`src/rtl/tmr_evt_pkg.sv`:
```
package tmr_evt_pkg;
    localparam int N_CMP    = 2;
    localparam int N_CAP    = 5;
    localparam int NUM_EVT  = 1 + N_CMP + N_CAP;
    localparam int OVF_BIT  = 0;
    localparam int CMP_BASE = OVF_BIT + 1;
    localparam int CAP_BASE = CMP_BASE + N_CMP;

    typedef logic [NUM_EVT-1:0] evt_vec_t;

    typedef struct packed {
        evt_vec_t flags;
    } flag_state_t;

    typedef struct packed {
        evt_vec_t ena;
        logic     any;
    } irq_state_t;
endpackage

```
`src/rtl/tmr_evt_flag_bank.sv`:
```
module tmr_evt_flag_bank
    import tmr_evt_pkg::*;
(
    input  logic             clk,
    input  logic             rst_n,
    input  evt_vec_t         evt_in,
    input  evt_vec_t         clr_req,
    input  logic             run,
    input  logic [N_CMP-1:0] cmp_eq,
    output evt_vec_t         flags
);
    flag_state_t state_d, state_q;
    evt_vec_t    hold_mask;
    evt_vec_t    clr_eff;

    // Only compare bits can be held; every other bit has a zero in the mask.
    always_comb begin
        hold_mask = '0;
        for (int k = 0; k < N_CMP; k++) begin
            hold_mask[CMP_BASE+k] = !run && cmp_eq[k];
        end
    end

    always_comb begin
        clr_eff       = clr_req & ~hold_mask;
        state_d       = state_q;
        state_d.flags = (state_q.flags & ~clr_eff) | evt_in;
    end

    always_ff @(posedge clk or negedge rst_n) begin
        if (!rst_n) state_q <= '0;
        else        state_q <= state_d;
    end

    assign flags = state_q.flags;

    for (genvar i = 0; i < NUM_EVT; i++) begin : g_bit_chk

        evt_sets_flag_chk: assert property (@(posedge clk) disable iff (!rst_n)
            evt_in[i] |=> flags[i]);

        idle_bit_stable_chk: assert property (@(posedge clk) disable iff (!rst_n)
            (!evt_in[i] && !clr_req[i]) |=> flags[i] == $past(flags[i]));

        set_beats_clear_chk: assert property (@(posedge clk) disable iff (!rst_n)
            (evt_in[i] && clr_req[i]) |=> flags[i]);
    end

    for (genvar k = 0; k < N_CMP; k++) begin : g_cmp_chk

        stopped_match_holds_chk: assert property (@(posedge clk) disable iff (!rst_n)
            (clr_req[CMP_BASE+k] && !run && cmp_eq[k])
            |=> flags[CMP_BASE+k] == ($past(flags[CMP_BASE+k]) | $past(evt_in[CMP_BASE+k])));

        cmp_clear_ok_chk: assert property (@(posedge clk) disable iff (!rst_n)
            (clr_req[CMP_BASE+k] && !evt_in[CMP_BASE+k] && (run || !cmp_eq[k]))
            |=> !flags[CMP_BASE+k]);
    end

    for (genvar i = 0; i < NUM_EVT; i++) begin : g_plain_chk
        if (i < CMP_BASE || i >= CAP_BASE) begin : g_plain

            plain_clear_chk: assert property (@(posedge clk) disable iff (!rst_n)
                (clr_req[i] && !evt_in[i]) |=> !flags[i]);
        end
    end
endmodule

```
`src/rtl/tmr_evt_irq.sv`:
```
module tmr_evt_irq
    import tmr_evt_pkg::*;
(
    input  logic     clk,
    input  logic     rst_n,
    input  logic     ena_wr,
    input  evt_vec_t ena_wdata,
    input  evt_vec_t flags,
    output evt_vec_t ena,
    output evt_vec_t irq_vec,
    output logic     irq_any
);
    irq_state_t state_d, state_q;

    always_comb begin
        state_d     = state_q;
        state_d.any = |(flags & state_q.ena);
        if (ena_wr) state_d.ena = ena_wdata;
    end

    always_ff @(posedge clk or negedge rst_n) begin
        if (!rst_n) state_q <= '0;
        else        state_q <= state_d;
    end

    assign ena     = state_q.ena;
    assign irq_vec = flags & state_q.ena;
    assign irq_any = state_q.any;


    any_lags_vec_chk: assert property (@(posedge clk) disable iff (!rst_n)
        1'b1 |=> irq_any == $past(|irq_vec));

    ena_load_chk: assert property (@(posedge clk) disable iff (!rst_n)
        ena_wr |=> ena == $past(ena_wdata));
endmodule

```
`src/rtl/tmr_evt_status.sv`:
```
module tmr_evt_status
    import tmr_evt_pkg::*;
#(
    parameter int              DATA_W    = 32,
    parameter int              ADDR_W    = 8,
    parameter logic [ADDR_W-1:0] STAT_ADDR = 8'h0C,
    parameter logic [ADDR_W-1:0] ENA_ADDR  = 8'h10
) (
    input  logic                clk,
    input  logic                rst_n,
    input  logic                ovf_evt,
    input  logic [N_CMP-1:0]    cmp_evt,
    input  logic [N_CAP-1:0]    cap_evt,
    input  logic                tmr_run,
    input  logic [N_CMP-1:0]    cmp_eq,
    input  logic                wr_en,
    input  logic [ADDR_W-1:0]   addr,
    input  logic [DATA_W-1:0]   wr_data,
    output logic [DATA_W-1:0]   rd_data,
    output logic [NUM_EVT-1:0]  irq_vec,
    output logic                irq_any
);
    evt_vec_t evt_all;
    evt_vec_t clr_req;
    evt_vec_t flags;
    evt_vec_t ena;
    logic     stat_hit;
    logic     ena_hit;
    logic     unused_wdata_hi;

    assign evt_all[OVF_BIT]                   = ovf_evt;
    assign evt_all[CAP_BASE-1:CMP_BASE]       = cmp_evt;
    assign evt_all[NUM_EVT-1:CAP_BASE]        = cap_evt;

    assign stat_hit        = addr == STAT_ADDR;
    assign ena_hit         = addr == ENA_ADDR;
    assign clr_req         = (wr_en && stat_hit) ? wr_data[NUM_EVT-1:0] : '0;
    assign unused_wdata_hi = ^wr_data[DATA_W-1:NUM_EVT];

    tmr_evt_flag_bank u_flags (
        .clk     (clk),
        .rst_n   (rst_n),
        .evt_in  (evt_all),
        .clr_req (clr_req),
        .run     (tmr_run),
        .cmp_eq  (cmp_eq),
        .flags   (flags)
    );

    tmr_evt_irq u_irq (
        .clk       (clk),
        .rst_n     (rst_n),
        .ena_wr    (wr_en && ena_hit),
        .ena_wdata (wr_data[NUM_EVT-1:0]),
        .flags     (flags),
        .ena       (ena),
        .irq_vec   (irq_vec),
        .irq_any   (irq_any)
    );

    always_comb begin
        rd_data = '0;
        if (stat_hit)     rd_data[NUM_EVT-1:0] = flags;
        else if (ena_hit) rd_data[NUM_EVT-1:0] = ena;
    end


    reserved_zero_chk: assert property (@(posedge clk) disable iff (!rst_n)
        rd_data[DATA_W-1:NUM_EVT] == '0);

    ena_write_keeps_flags_chk: assert property (@(posedge clk) disable iff (!rst_n)
        (wr_en && ena_hit && evt_all == '0) |=> flags == $past(flags));
endmodule

```
`config.mk`:
```
export PLATFORM = sky130hd
export DESIGN_NAME = tmr_evt_status
export DESIGN_NICKNAME = d
export VERILOG_FILES = /design/src/rtl/tmr_evt_pkg.sv /design/src/rtl/tmr_evt_flag_bank.sv /design/src/rtl/tmr_evt_irq.sv /design/src/rtl/tmr_evt_status.sv
export SDC_FILE = /design/constraint.sdc
export NUM_CORES = 1
export LEC_CHECK = 0
export BUFFER_PORTS_ARGS = -buffer_cell sky130_fd_sc_hd__buf_2
export CAP_MARGIN = 20
export CORE_MARGIN = 1.5
export CORE_UTILIZATION = 38
export CTS_CLUSTER_DIAMETER = 200
export DETAILED_ROUTE_END_ITERATION = 10
export PLACE_DENSITY = 0.8
export RECOVER_POWER = 100
export SYNTH_ARGS = -nofsm -noshare
export SYNTH_HDL_FRONTEND = slang
export SYNTH_SLANG_ARGS = --single-unit
```
`constraint.sdc`:
```
create_clock -name clk -period 3.75 [get_ports clk]
set_clock_uncertainty 0.05 [all_clocks]
set_input_delay 1.125 -clock clk [delete_from_list [all_inputs] [get_ports clk]]
set_output_delay 1.125 -clock clk [all_outputs]
set_load 0.03 [all_outputs]
```
Yosys cells after proc, flatten, opt, wreduce, memory -nomap -nowiden
Cells that the tools add are included.

storage, ports and cells
  logic and storage cells = 20
  output and inout port bits = 41
  bits of input ports = 54
  bits in registers = 17

operators by class
  muxes and demuxes = 3
  bitwise operators = 6
  reduce and logical (&&, ||, !) cells = 6
  equality and inequality tests = 2

operators by type and width
  kind                                           count
  AND 8 bit                                      3
  two-way mux 8 bit                              3
  == test 8 x 4 -> 1 bit, second input constant  1
  == test 8 x 5 -> 1 bit, second input constant  1
  inverter 3 -> 8 bit                            1
  inverter 8 bit                                 1
  OR 8 bit                                       1
  OR reduction 8 bit                             1
  logical AND 1 bit                              4
  logical NOT 1 bit                              1

Logic depth before layout (Yosys ltp)
Gate-level depths: netlist (run 1).

  word-level depth = 7
  depth in mapped cells = 4
  depth with buffers taken out = 3

By module
A second synthesis (run 1) with hierarchy kept.

second synthesis, totals
  cell total of the unflattened synthesis = 111
  area, all modules = 1114.8 µm²

by module, submodules not included
  module             sequential area each (µm²)  instances  area each (µm²)  cells an instance
  tmr_evt_status     0.0                         1          417.9            57
  tmr_evt_irq        225.2                       1          392.9            29
  tmr_evt_flag_bank  200.2                       1          304.0            25

Worst setup path after synthesis (run 1)
OpenSTA, ideal clock, no wires.

  path kind = input-to-output
  start = input port addr[7]
  end = output port rd_data[0]
  stages = 4
  path slack = 0.024 ns
  data arrival time = 2.551 ns
  buffers on the path = 1
  data required time = 2.575 ns
  cell sequence = or4_4 -> or2_2 -> clkbuf_1 -> nor2_1

between the ends
  word-level cells in the longest chain between the ends = 3
  elaborated cells on any way between the ends = 4
  those cells by class = eq/ne (2); mux (2)

RTL lines
  what                    line                  text
  start: declaration      tmr_evt_status.sv:17  input logic [ADDR_W-1:0] addr,
  == test 8 x 5 -> 1 bit  tmr_evt_status.sv:36  assign ena_hit = addr == ENA_ADDR;
  two-way mux 8 bit       tmr_evt_status.sv:64  else if (ena_hit) rd_data[NUM_EVT-1:0] = ena;
  two-way mux 8 bit (*)   tmr_evt_status.sv:63  if (stat_hit) rd_data[NUM_EVT-1:0] = flags;
  end: declaration        tmr_evt_status.sv:19  output logic [DATA_W-1:0] rd_data,

Every way passes the cells marked *; elsewhere a longest branch is shown, timed or not.

Worst setup path after layout (run 1)
  start = input port addr[7]
  end = output port rd_data[6]

Same word-level chain as after synthesis.

==> qor.log, run 1 <==
[layout] cell area after layout 1280 um^2
[floorplanning] Placeable Area 2730 um^2
[layout] net count of the finished layout 218
[synthesis] Compound-Gate Fraction of Synth Area 9.16%
[clock_tree] Hold Buf Count CTS 0
[critical_path] r2r endpoint u_irq.irq_any$_DFF_PN0_
[power] pwr/cell area 311 nW/um^2
[timing] Max-slew headroom 34.2%
[global_route] vias in the first global route 919
[floorplanning] IO Pins 95
[detailed_routing] routed wire length 2420 um
[synthesis] adder-cell area share of the yosys netlist 0%
[floorplanning] Die Wd 56.6 um
[detailed_routing] wire per inst 12.5 um
[detailed_routing] vias per std cell 4.90
[placed_design] HPWL reported at the end of detailed placement 1870 um
[power] Leak Pwr 0.601 nW
[layout] multi-input gate area in the final layout 553 um^2
[synthesis] dominant cell by count in the synthesized netlist buf_4
[synthesis] register area share after synthesis 38.9%
[critical_path] Data required, critical path 2570 ps
[synthesis] fraction of synthesized cell area taken by the top area cell type 38.9%
[clock_tree] largest buffer count on any clock path 2
[layout] fraction of final layout cells sized beyond drive strength 1 33.1%
[synthesis] largest family of logic cells by synthesized area simple AND/OR/NAND/NOR gates
[placed_design] final weighted congestion in routability-driven placement 0.709
[synthesis] biggest area consumer among synthesized cells dfrtp_1
[critical_path] Crit path largest cell delay 520 ps
[critical_path] CP bufs+invs 2
[critical_path] Critical Path Fanout Max 8
[layout] Fill cells 298
[timing] actual transition at the worst max-transition pin 985 ps
[critical_path] Critical-path top delay cell or4_4
[synthesis] cells taking the most area after synthesis dfrtp_1, buf_4, mux2_2, a22oi_1, nor2_1
[global_route] met3 layer usage reported by global route 3.23%
[synthesis] multiplexer share of the synthesized area 8.25%
[synthesis] number of register bits inferred by synthesis 17
[job] max capacitance violation total 0
[detailed_routing] DR pass1 iterations 5
[critical_path] ordered list of cells on the worst path buf_2 -> or4_4 -> or2_2 -> nor2_1 -> clkbuf_2
[global_route] remaining global-route overflow 0
[floorplanning] number of standard-cell rows in the floorplan 19
[power] maximum vdd drop 229 uV
[global_route] met1 track demand over resource 20.6%
[clock_tree] # resized after CTS 0
[floorplanning] chip height 56.6 um
[clock_tree] buffer cell driving the clock tree root clkbuf_4
[timing] Tmin final 3670 ps
[critical_path] worst endpoint data arrival time 2500 ps
[timing] RSZ-0062 raised after global routing no
[synthesis] Mapped Area 1090 um^2
[run_status] run status complete, no violations
[min_path] Hold EP u_irq.ena[5]$_DFFE_PN0P_
[critical_path] depth of the most critical reg-to-reg path 3
[timing] FMAX 272 MHz
[floorplanning] initial core utilization 40.0%
[timing] Final Hold Violating Endpoints 0
[timing] max-slew violations 0
[global_route] pin count of the biggest net entering global routing 18
[clock_tree] register clock-pin slew on the reported worst setup and hold paths 100 ps
[placed_design] Area after DPL 1280 um^2
[placed_design] total of buffers placed on input and output ports 46
[layout] combined flip-flop and latch cell area 425 um^2
[critical_path] launching element of the worst setup path addr[7]
[synthesis] most used flip-flop cell after synthesis dfrtp_1
[detailed_routing] Iteration-0 DRC Markers 9
[min_path] count of cells along the worst hold path 1
[critical_path] startpoint type of the worst setup path input pin
[global_route] first-pass GRT wire length 4100 um
[power] Final Total Pwr 0.399 mW
[min_path] startpoint of the most critical hold path u_irq.ena[5]$_DFFE_PN0P_
[timing] fraction of the cycle the final worst path needs 97.9%
[clock_tree] total number of clock tree sinks 17
[clock_tree] number of CTS-inserted buffers 3
[timing] Finish-stage setup viols 0
[global_route] number of antenna violations at the first check in global routing 0
[synthesis] most instantiated cells after synthesis buf_4, dfrtp_1, nor2_1
[synthesis] share of synthesized registers carrying an async set or reset 100%
[clock_tree] Skew-Pair Late Insertion Delay 310 ps
[synthesis] number of different library cells in the post-synthesis netlist 21
[critical_path] Worst Path Class, Setup input pin to output port
[layout] ant diodes 0
[synthesis] average size of a mapped cell 9.67 um^2
[clock_tree] number of setup buffers added after CTS 0
[synthesis] Post-synth EDFFs 0
[synthesis] simple-gate share of the synthesized area 25.8%
[global_route] GR Layer Usage met2 27.4%
[critical_path] kind of cell adding the most delay to the critical path simple AND/OR/NAND/NOR gates
[detailed_routing] # DRC 0
[critical_path] slack of the worst reg-to-reg path 1960 ps
[global_route] most crowded layer after global routing met2
[min_path] worst hold path class flip-flop to flip-flop
[global_route] Tot GR Track Use 16.4%
[clock_tree] clock tree from TritonCTS done
[timing] total negative setup slack 0 ps
[synthesis] Yosys warning total 0
[layout] signed area change from the synthesized netlist to the final layout 17.3%
[critical_path] startpoint of the worst register-to-register path u_irq.ena[1]$_DFFE_PN0P_
[detailed_routing] via count 950
[synthesis] number of instances in the synthesized netlist 113
[critical_path] endpoint kind of the worst setup timing path output port
[floorplanning] floorplan die area 3210 um^2
[synthesis] post-synthesis xor/xnor area fraction 0%
[clock_tree] H-tree depth reported by CTS 1
[detailed_routing] residual antenna-violating net count after detailed routing 0
## layout make-up
type / count / area share [%]
flip-flops and latches: 17 / 33.2
clock inverters: 1 / 0.391
multi-input cells: 92 / 43.2
clock buffers: 3 / 1.76
repair buffers: 49 / 18.2
well taps: 31 / 3.03
inverters: 1 / 0.293
## state kept, by name (all words and copies together) (netlist names)
register       cells
u_flags.flags      8
u_irq.ena          8
u_irq.irq_any      1
## worst max path at each step
stage | endpoint | slack [ps] | cells past startpoint
floorplan | rd_data[0] | 20 | 4
global placement | rd_data[1] | 90 | 5
finish | rd_data[6] | 80 | 5
global route | rd_data[2] | 10 | 5
detailed placement | rd_data[2] | 80 | 5
CTS | rd_data[2] | 80 | 5
## power breakdown
group	leakage, nW	internal, mW	total [mW]	switching (mW)
registers	0.193	0.190	0.194	0.00352
clock network	0.0177	0.0398	0.105	0.0653
logic	0.390	0.0283	0.0997	0.0714
total	0.601	0.258	0.399	0.140
## layout by cell type, fill, tap and decap left out, types with 6 or more instances in the layout
| cell type | instances |
|---|---|
| dfrtp_1 | 17 |
| a22oi_1 | 8 |
| nor3b_1 | 6 |
| a21oi_1 | 8 |
| clkbuf_2 | 7 |
| mux2_2 | 8 |
| and2_1 | 7 |
| conb_1 | 24 |
| buf_2 | 29 |
| clkbuf_1 | 12 |
| nor2_1 | 16 |
## logic make-up after synthesis
logic type / Yosys count
simple gates: 44
buf+inv: 27
flops: 17
compound gates: 16
mux: 8
other cells: 1
## per-layer routing
layer	routed length, um	vias up	part of all wire, %
li1	-	445	-
met1	1010	446	42
met2	1160	55	48
met3	226	4	9.3
met4	27	0	1.1
met5	0	-	0
## through the flow
stage                     setup slack, ps  util, %  std cells  hold slack (ps)
after detailed placement             80.9     46.9        190              467
after global placement               90.9     46.9        190              458
after floorplan                      23.6        -        136              446
after CTS                            77.6     47.9        194              489
final                                78.6     46.9        194              488
after global routing                 10.8     46.9        194              512
Power figures use the tool's default switching activity.
==> run 2: changes to the inputs <==
CELL_PAD_IN_SITES_DETAIL_PLACEMENT = 1   (was unset)
CELL_PAD_IN_SITES_GLOBAL_PLACEMENT = 1   (was unset)
CORE_UTILIZATION = 25   (was 38)
PLACE_DENSITY = unset   (was 0.8)
PLACE_DENSITY_LB_ADDON = 0.1   (was unset)
SLEW_MARGIN = 5   (was unset)
==> qor.log, run 2 (synthesized netlist as in run 1, its figures left out) <==
[layout] net count of the finished layout 218 [unchanged]
[detailed_routing] wire per inst 14.3 um [+15%]
[min_path] worst hold path class flip-flop to flip-flop
[global_route] first-pass GRT wire length 5040 um [+23%]
[detailed_routing] DR pass1 iterations 4 [-1]
[clock_tree] number of CTS-inserted buffers 3 [unchanged]
[critical_path] worst endpoint data arrival time 2430 ps [-70 ps]
[timing] Worst Hold Slack 479 ps [-9.03 ps]
[clock_tree] total number of clock tree sinks 17 [unchanged]
[detailed_routing] vias per std cell 4.44 [-9.3%]
[critical_path] Crit path largest cell delay 540 ps [+20 ps]
[critical_path] Critical Path Fanout Max 8 [unchanged]
[clock_tree] H-tree depth reported by CTS 1 [unchanged]
[timing] Final Hold Violating Endpoints 0 [unchanged]
[placed_design] Area after DPL 1310 um^2 [+1.9%]
[detailed_routing] Iteration-0 DRC Markers 25 [+16]
[clock_tree] Hold Buf Count CTS 0 [unchanged]
[timing] FMAX 278 MHz [+1.9%]
[clock_tree] buffer cell driving the clock tree root clkbuf_8
[timing] Tmin final 3600 ps [-69.1 ps]
[detailed_routing] residual antenna-violating net count after detailed routing 0 [unchanged]
[power] Leak Pwr 0.607 nW [+1.2%]
[critical_path] endpoint kind of the worst setup timing path output port
[critical_path] Data required, critical path 2570 ps [about the same]
[layout] cell area after layout 1320 um^2 [+3.2%]
[detailed_routing] # DRC 0 [unchanged]
[critical_path] ordered list of cells on the worst path buf_2 -> or4_1 -> or2_4 -> nor2_1 -> clkbuf_2
[floorplanning] initial core utilization 26.7% [-13 points]
[detailed_routing] routed wire length 3050 um [+26%]
[global_route] number of antenna violations at the first check in global routing 0 [unchanged]
[timing] total negative setup slack 0 ps [unchanged]
[critical_path] startpoint type of the worst setup path input pin
[timing] actual transition at the worst max-transition pin 1030 ps [+48.2 ps]
[timing] fraction of the cycle the final worst path needs 96.1% [-1.8 points]
[layout] most frequent cells in the layout buf_2, conb_1, dfrtp_1
[timing] RSZ-0062 raised after global routing no
[placed_design] HPWL reported at the end of detailed placement 2330 um [+25%]
[floorplanning] floorplan die area 4770 um^2 [+49%]
[floorplanning] number of standard-cell rows in the floorplan 23 [+4]
[layout] fraction of final layout cells sized beyond drive strength 1 32.5% [-0.61 points]
[global_route] vias in the first global route 978 [+6.4%]
[power] pwr/cell area 328 nW/um^2 [+5.3%]
[timing] Max-slew headroom 30.9% [-3.2 points]
[critical_path] Critical-path top delay cell or4_1
[layout] leading cell type in the layout, fill and taps excluded buf_2
[global_route] pin count of the biggest net entering global routing 18 [unchanged]
[timing] max-slew violations 0 [unchanged]
[floorplanning] Placeable Area 4090 um^2 [+49%]
[critical_path] Worst Path Class, Setup input pin to output port
[job] max capacitance violation total 0 [unchanged]
[detailed_routing] via count 946 [-0.42%]
[clock_tree] register clock-pin slew on the reported worst setup and hold paths 60 ps [-40 ps]
[global_route] remaining global-route overflow 0 [unchanged]
[clock_tree] clock tree from TritonCTS done
[layout] ant diodes 0 [unchanged]
[floorplanning] chip height 69.1 um [+22%]
[clock_tree] largest buffer count on any clock path 2 [unchanged]
[global_route] Tot GR Track Use 13.1% [-3.2 points]
[floorplanning] Die Wd 69.1 um [+22%]
[power] maximum vdd drop 139 uV [-39%]
[placed_design] total of buffers placed on input and output ports 46 [unchanged]
[layout] Fill cells 512 [+72%]
[run_status] run status complete, no violations
[placed_design] final weighted congestion in routability-driven placement 0.718 [+1.3%]
[layout] signed area change from the synthesized netlist to the final layout 21.1%
[floorplanning] IO Pins 95 [unchanged]
[timing] Finish-stage setup viols 0 [unchanged]
[clock_tree] Skew-Pair Late Insertion Delay 250 ps [-60 ps]
-- run 2: timing repair --
action / 4_1_cts / 5_1_grt
endpoints found under the setup margin: 0 / 2
gates resized for setup: 0 / 1
buffers inserted: 0 / 0
-- run 2: final timing paths --
check	from	end	slack [ps]	depth (start not counted)
max	addr[7]	rd_data[7]	150	5
min	u_irq.ena[0]$_DFFE_PN0P_	u_irq.ena[0]$_DFFE_PN0P_	480	1
max reg2reg	u_irq.ena[1]$_DFFE_PN0P_	u_irq.irq_any$_DFF_PN0_	1950	3
min reg2reg	u_irq.ena[0]$_DFFE_PN0P_	u_irq.ena[0]$_DFFE_PN0P_	480	1
max in group asynchronous	rst_n	u_flags.flags[6]$_DFF_PN0_	2110	1
min in group asynchronous	rst_n	u_irq.ena[3]$_DFFE_PN0P_	950	1
-- run 2: final cells by class --
class / count / area [um^2] / share of cell area (%)
Timing Repair Buffer: 49 / 233 / 17.6
Tap cell: 50 / 62.6 / 4.73
Clock buffer: 3 / 41.3 / 3.12
Clock inverter: 1 / 5.00 / 0.378
Inverter: 1 / 3.75 / 0.284
Sequential cell: 17 / 425 / 32.2
Multi-Input combinational cell: 92 / 552 / 41.7
-- run 2: metrics by stage --
| step | util, % | std cells | worst slack [ps] | total power, mW |
|---|---|---|---|---|
| floorplan | - | 136 | 23.6 | 0.285 |
| global placement | 32.0 | 209 | 71.4 | 0.301 |
| detailed placement | 32.0 | 209 | 53.9 | 0.303 |
| CTS | 33.1 | 213 | 48.9 | 0.445 |
| global route | 32.4 | 213 | 55.5 | 0.456 |
| finish | 32.4 | 213 | 148 | 0.433 |
-- run 2: layer usage --
layer	GRT usage [%]	wire length (um)	vias up
li1	-	-	443
met1	16.7	1360	461
met2	22.2	1480	39
met3	3.80	197	3
met4	2.61	8	0
met5	0	0	-
-- run 2: worst max-delay path: cells and delay by family --
family,cells,cell delay (ps)
AND/OR/NAND/NOR,3,990
buffers and inverters,2,310
-- run 2: power by group --
group	leakage (nW)	internal, mW	switching (mW)
clock network	0.0255	0.0737	0.0629
logic	0.389	0.0282	0.0743
registers	0.193	0.190	0.00366
==> run 3: changes to the inputs <==
clock period = 3.9 ns   (was 3.75 ns; I/O delays follow)
==> qor.log, run 3 (synthesized netlist as in run 1, its figures left out) <==
[critical_path] startpoint of the worst register-to-register path u_irq.ena[1]$_DFFE_PN0P_
[floorplanning] Placeable Area 4090 um^2 [unchanged]
[detailed_routing] vias per std cell 4.35 [-2.1%]
[placed_design] Area after DPL 1300 um^2 [-0.57%]
[critical_path] launching element of the worst setup path addr[7]
[critical_path] Critical-path top delay cell or4_4
[critical_path] worst endpoint data arrival time 2590 ps [+160 ps]
[placed_design] HPWL reported at the end of detailed placement 2310 um [-0.98%]
[timing] RSZ-0062 raised after global routing no
[detailed_routing] routed wire length 2980 um [-2.1%]
[clock_tree] number of CTS-inserted buffers 3 [unchanged]
[placed_design] placed cell count 208 [-0.48%]
[global_route] remaining global-route overflow 0 [unchanged]
[timing] FMAX 263 MHz
[power] maximum vdd drop 186 uV [+34%]
[critical_path] critical path depth 5 [unchanged]
[critical_path] ordered list of cells on the worst path buf_2 -> or4_4 -> or2_2 -> nor2_1 -> clkbuf_2
[global_route] pin count of the biggest net entering global routing 18 [unchanged]
[clock_tree] # resized after CTS 0 [unchanged]
[clock_tree] number of setup buffers added after CTS 0 [unchanged]
[floorplanning] chip height 69.1 um [unchanged]
[critical_path] depth of the most critical reg-to-reg path 3 [unchanged]
[timing] total negative setup slack 0 ps [unchanged]
[run_status] run status complete, no violations
[detailed_routing] residual antenna-violating net count after detailed routing 0 [unchanged]
[power] Leak Pwr 0.606 nW [-0.21%]
[global_route] most crowded layer after global routing met2
[critical_path] r2r endpoint u_irq.irq_any$_DFF_PN0_
[clock_tree] Hold Buf Count CTS 0 [unchanged]
[detailed_routing] wire per inst 14.1 um [-1.6%]
[timing] Max-slew headroom 30.9% [-0.039 points]
[detailed_routing] via count 922 [-2.5%]
[layout] net count of the finished layout 217 [-0.46%]
[layout] signed area change from the synthesized netlist to the final layout 20.8%
[timing] fraction of the cycle the final worst path needs 97.6%
[global_route] number of antenna violations at the first check in global routing 0 [unchanged]
[global_route] GR Layer Usage met2 23.4% [+1.2 points]
[min_path] worst hold path class flip-flop to flip-flop
[critical_path] Critical Path Fanout Max 8 [unchanged]
[clock_tree] buffer cell driving the clock tree root clkbuf_8
[clock_tree] largest buffer count on any clock path 2 [unchanged]
[timing] Finish-stage setup viols 0 [unchanged]
[critical_path] endpoint kind of the worst setup timing path output port
[global_route] first-pass GRT wire length 4950 um [-1.6%]
[floorplanning] number of standard-cell rows in the floorplan 23 [unchanged]
[clock_tree] register clock-pin slew on the reported worst setup and hold paths 60 ps [about the same]
[critical_path] Worst Path Class, Setup input pin to output port
[global_route] met1 track demand over resource 15.1% [-1.5 points]
[critical_path] kind of cell adding the most delay to the critical path simple AND/OR/NAND/NOR gates
[critical_path] Data required, critical path 2680 ps [+110 ps]
[floorplanning] floorplan die area 4770 um^2 [unchanged]
[layout] most frequent cells in the layout buf_2, conb_1, dfrtp_1
[critical_path] CP bufs+invs 2 [unchanged]
[job] max capacitance violation total 0 [unchanged]
[global_route] met3 layer usage reported by global route 4.09% [+0.29 points]
[global_route] vias in the first global route 1007 [+3.0%]
[clock_tree] clock tree from TritonCTS done
[layout] leading cell type in the layout, fill and taps excluded buf_2
[layout] ant diodes 0 [unchanged]
[critical_path] worst setup path endpoint rd_data[7]
[detailed_routing] # DRC 0 [unchanged]
[placed_design] total of buffers placed on input and output ports 46 [unchanged]
[power] pwr/cell area 314 nW/um^2 [-4.1%]
[clock_tree] total number of clock tree sinks 17 [unchanged]
[floorplanning] initial core utilization 26.7% [unchanged]
[floorplanning] IO Pins 95 [unchanged]
[layout] fraction of final layout cells sized beyond drive strength 1 33.3% [+0.82 points]
[floorplanning] Die Wd 69.1 um [unchanged]
[timing] Final Hold Violating Endpoints 0 [unchanged]
[detailed_routing] Iteration-0 DRC Markers 16 [-36%]
[critical_path] slack of the worst reg-to-reg path 2120 ps [+170 ps]
[clock_tree] H-tree depth reported by CTS 1 [unchanged]
[timing] actual transition at the worst max-transition pin 1030 ps [+0.583 ps]
[timing] Tmin final 3810 ps
[clock_tree] Skew-Pair Late Insertion Delay 250 ps [about the same]
[layout] cell area after layout 1320 um^2 [-0.19%]
[layout] Fill cells 528 [+3.1%]
[global_route] Tot GR Track Use 12.9% [-0.21 points]
[timing] max-slew violations 0 [unchanged]
[critical_path] Crit path largest cell delay 540 ps [about the same]
[layout] count of non-filler cells in the finished layout 212 [-0.47%]
[placed_design] final weighted congestion in routability-driven placement 0.719 [+0.14%]
[critical_path] startpoint type of the worst setup path input pin
[detailed_routing] DR pass1 iterations 4 [unchanged]
-- run 3: changes by cell type in the layout (fill, tap and decap cells not counted), sizes merged --
cell	previous run	this run
clkbuf	23	22
-- run 3: layout make-up --
cell class	count	area, um^2	share of cell area, %
inverters	1	3.75	0.284
clock inverters	1	5.00	0.379
flip-flops and latches	17	425	32.2
well taps	50	62.6	4.74
repair buffers	48	229	17.3
multi-input cells	92	553	41.9
clock buffers	3	41.3	3.13
-- run 3: worst register-to-register path, cell delays in order, from the launching register on --
cell and delay (ps):
dfrtp_1 400, and2_0 180, or4_1 550, or4_1 480
-- run 3: per-layer routing --
layer | wire length, um | vias up
met4 | 0 | 0
met1 | 1290 | 439
met2 | 1490 | 39
met3 | 201 | 0
li1 | - | 444
met5 | 0 | -
-- run 3: worst min path at each step --
stage	start	to	slack, ps	cells past startpoint
after floorplan	u_irq.ena[7]$_DFFE_PN0P_	u_irq.ena[7]$_DFFE_PN0P_	450	1
after global placement	u_irq.ena[0]$_DFFE_PN0P_	u_irq.ena[0]$_DFFE_PN0P_	460	1
after detailed placement	u_irq.ena[0]$_DFFE_PN0P_	u_irq.ena[0]$_DFFE_PN0P_	470	1
after CTS	u_irq.ena[0]$_DFFE_PN0P_	u_irq.ena[0]$_DFFE_PN0P_	490	1
after global routing	u_irq.ena[4]$_DFFE_PN0P_	u_irq.ena[4]$_DFFE_PN0P_	500	1
final	u_irq.ena[0]$_DFFE_PN0P_	u_irq.ena[0]$_DFFE_PN0P_	480	1
-- run 3: metrics by stage --
stage,hold slack (ps),worst slack [ps],util [%],power (mW)
floorplan,446,83.6,-,0.274
global placement,460,94.5,31.8,0.289
detailed placement,471,75.2,31.8,0.291
CTS,486,71.0,32.9,0.426
global route,499,30.0,32.3,0.438
finish,480,94.0,32.3,0.415
-- run 3: report_power, final --
group,total (mW),internal [mW],switching [mW]
combinational,0.0976,0.0271,0.0705
clock,0.130,0.0708,0.0596
sequential,0.187,0.183,0.00360
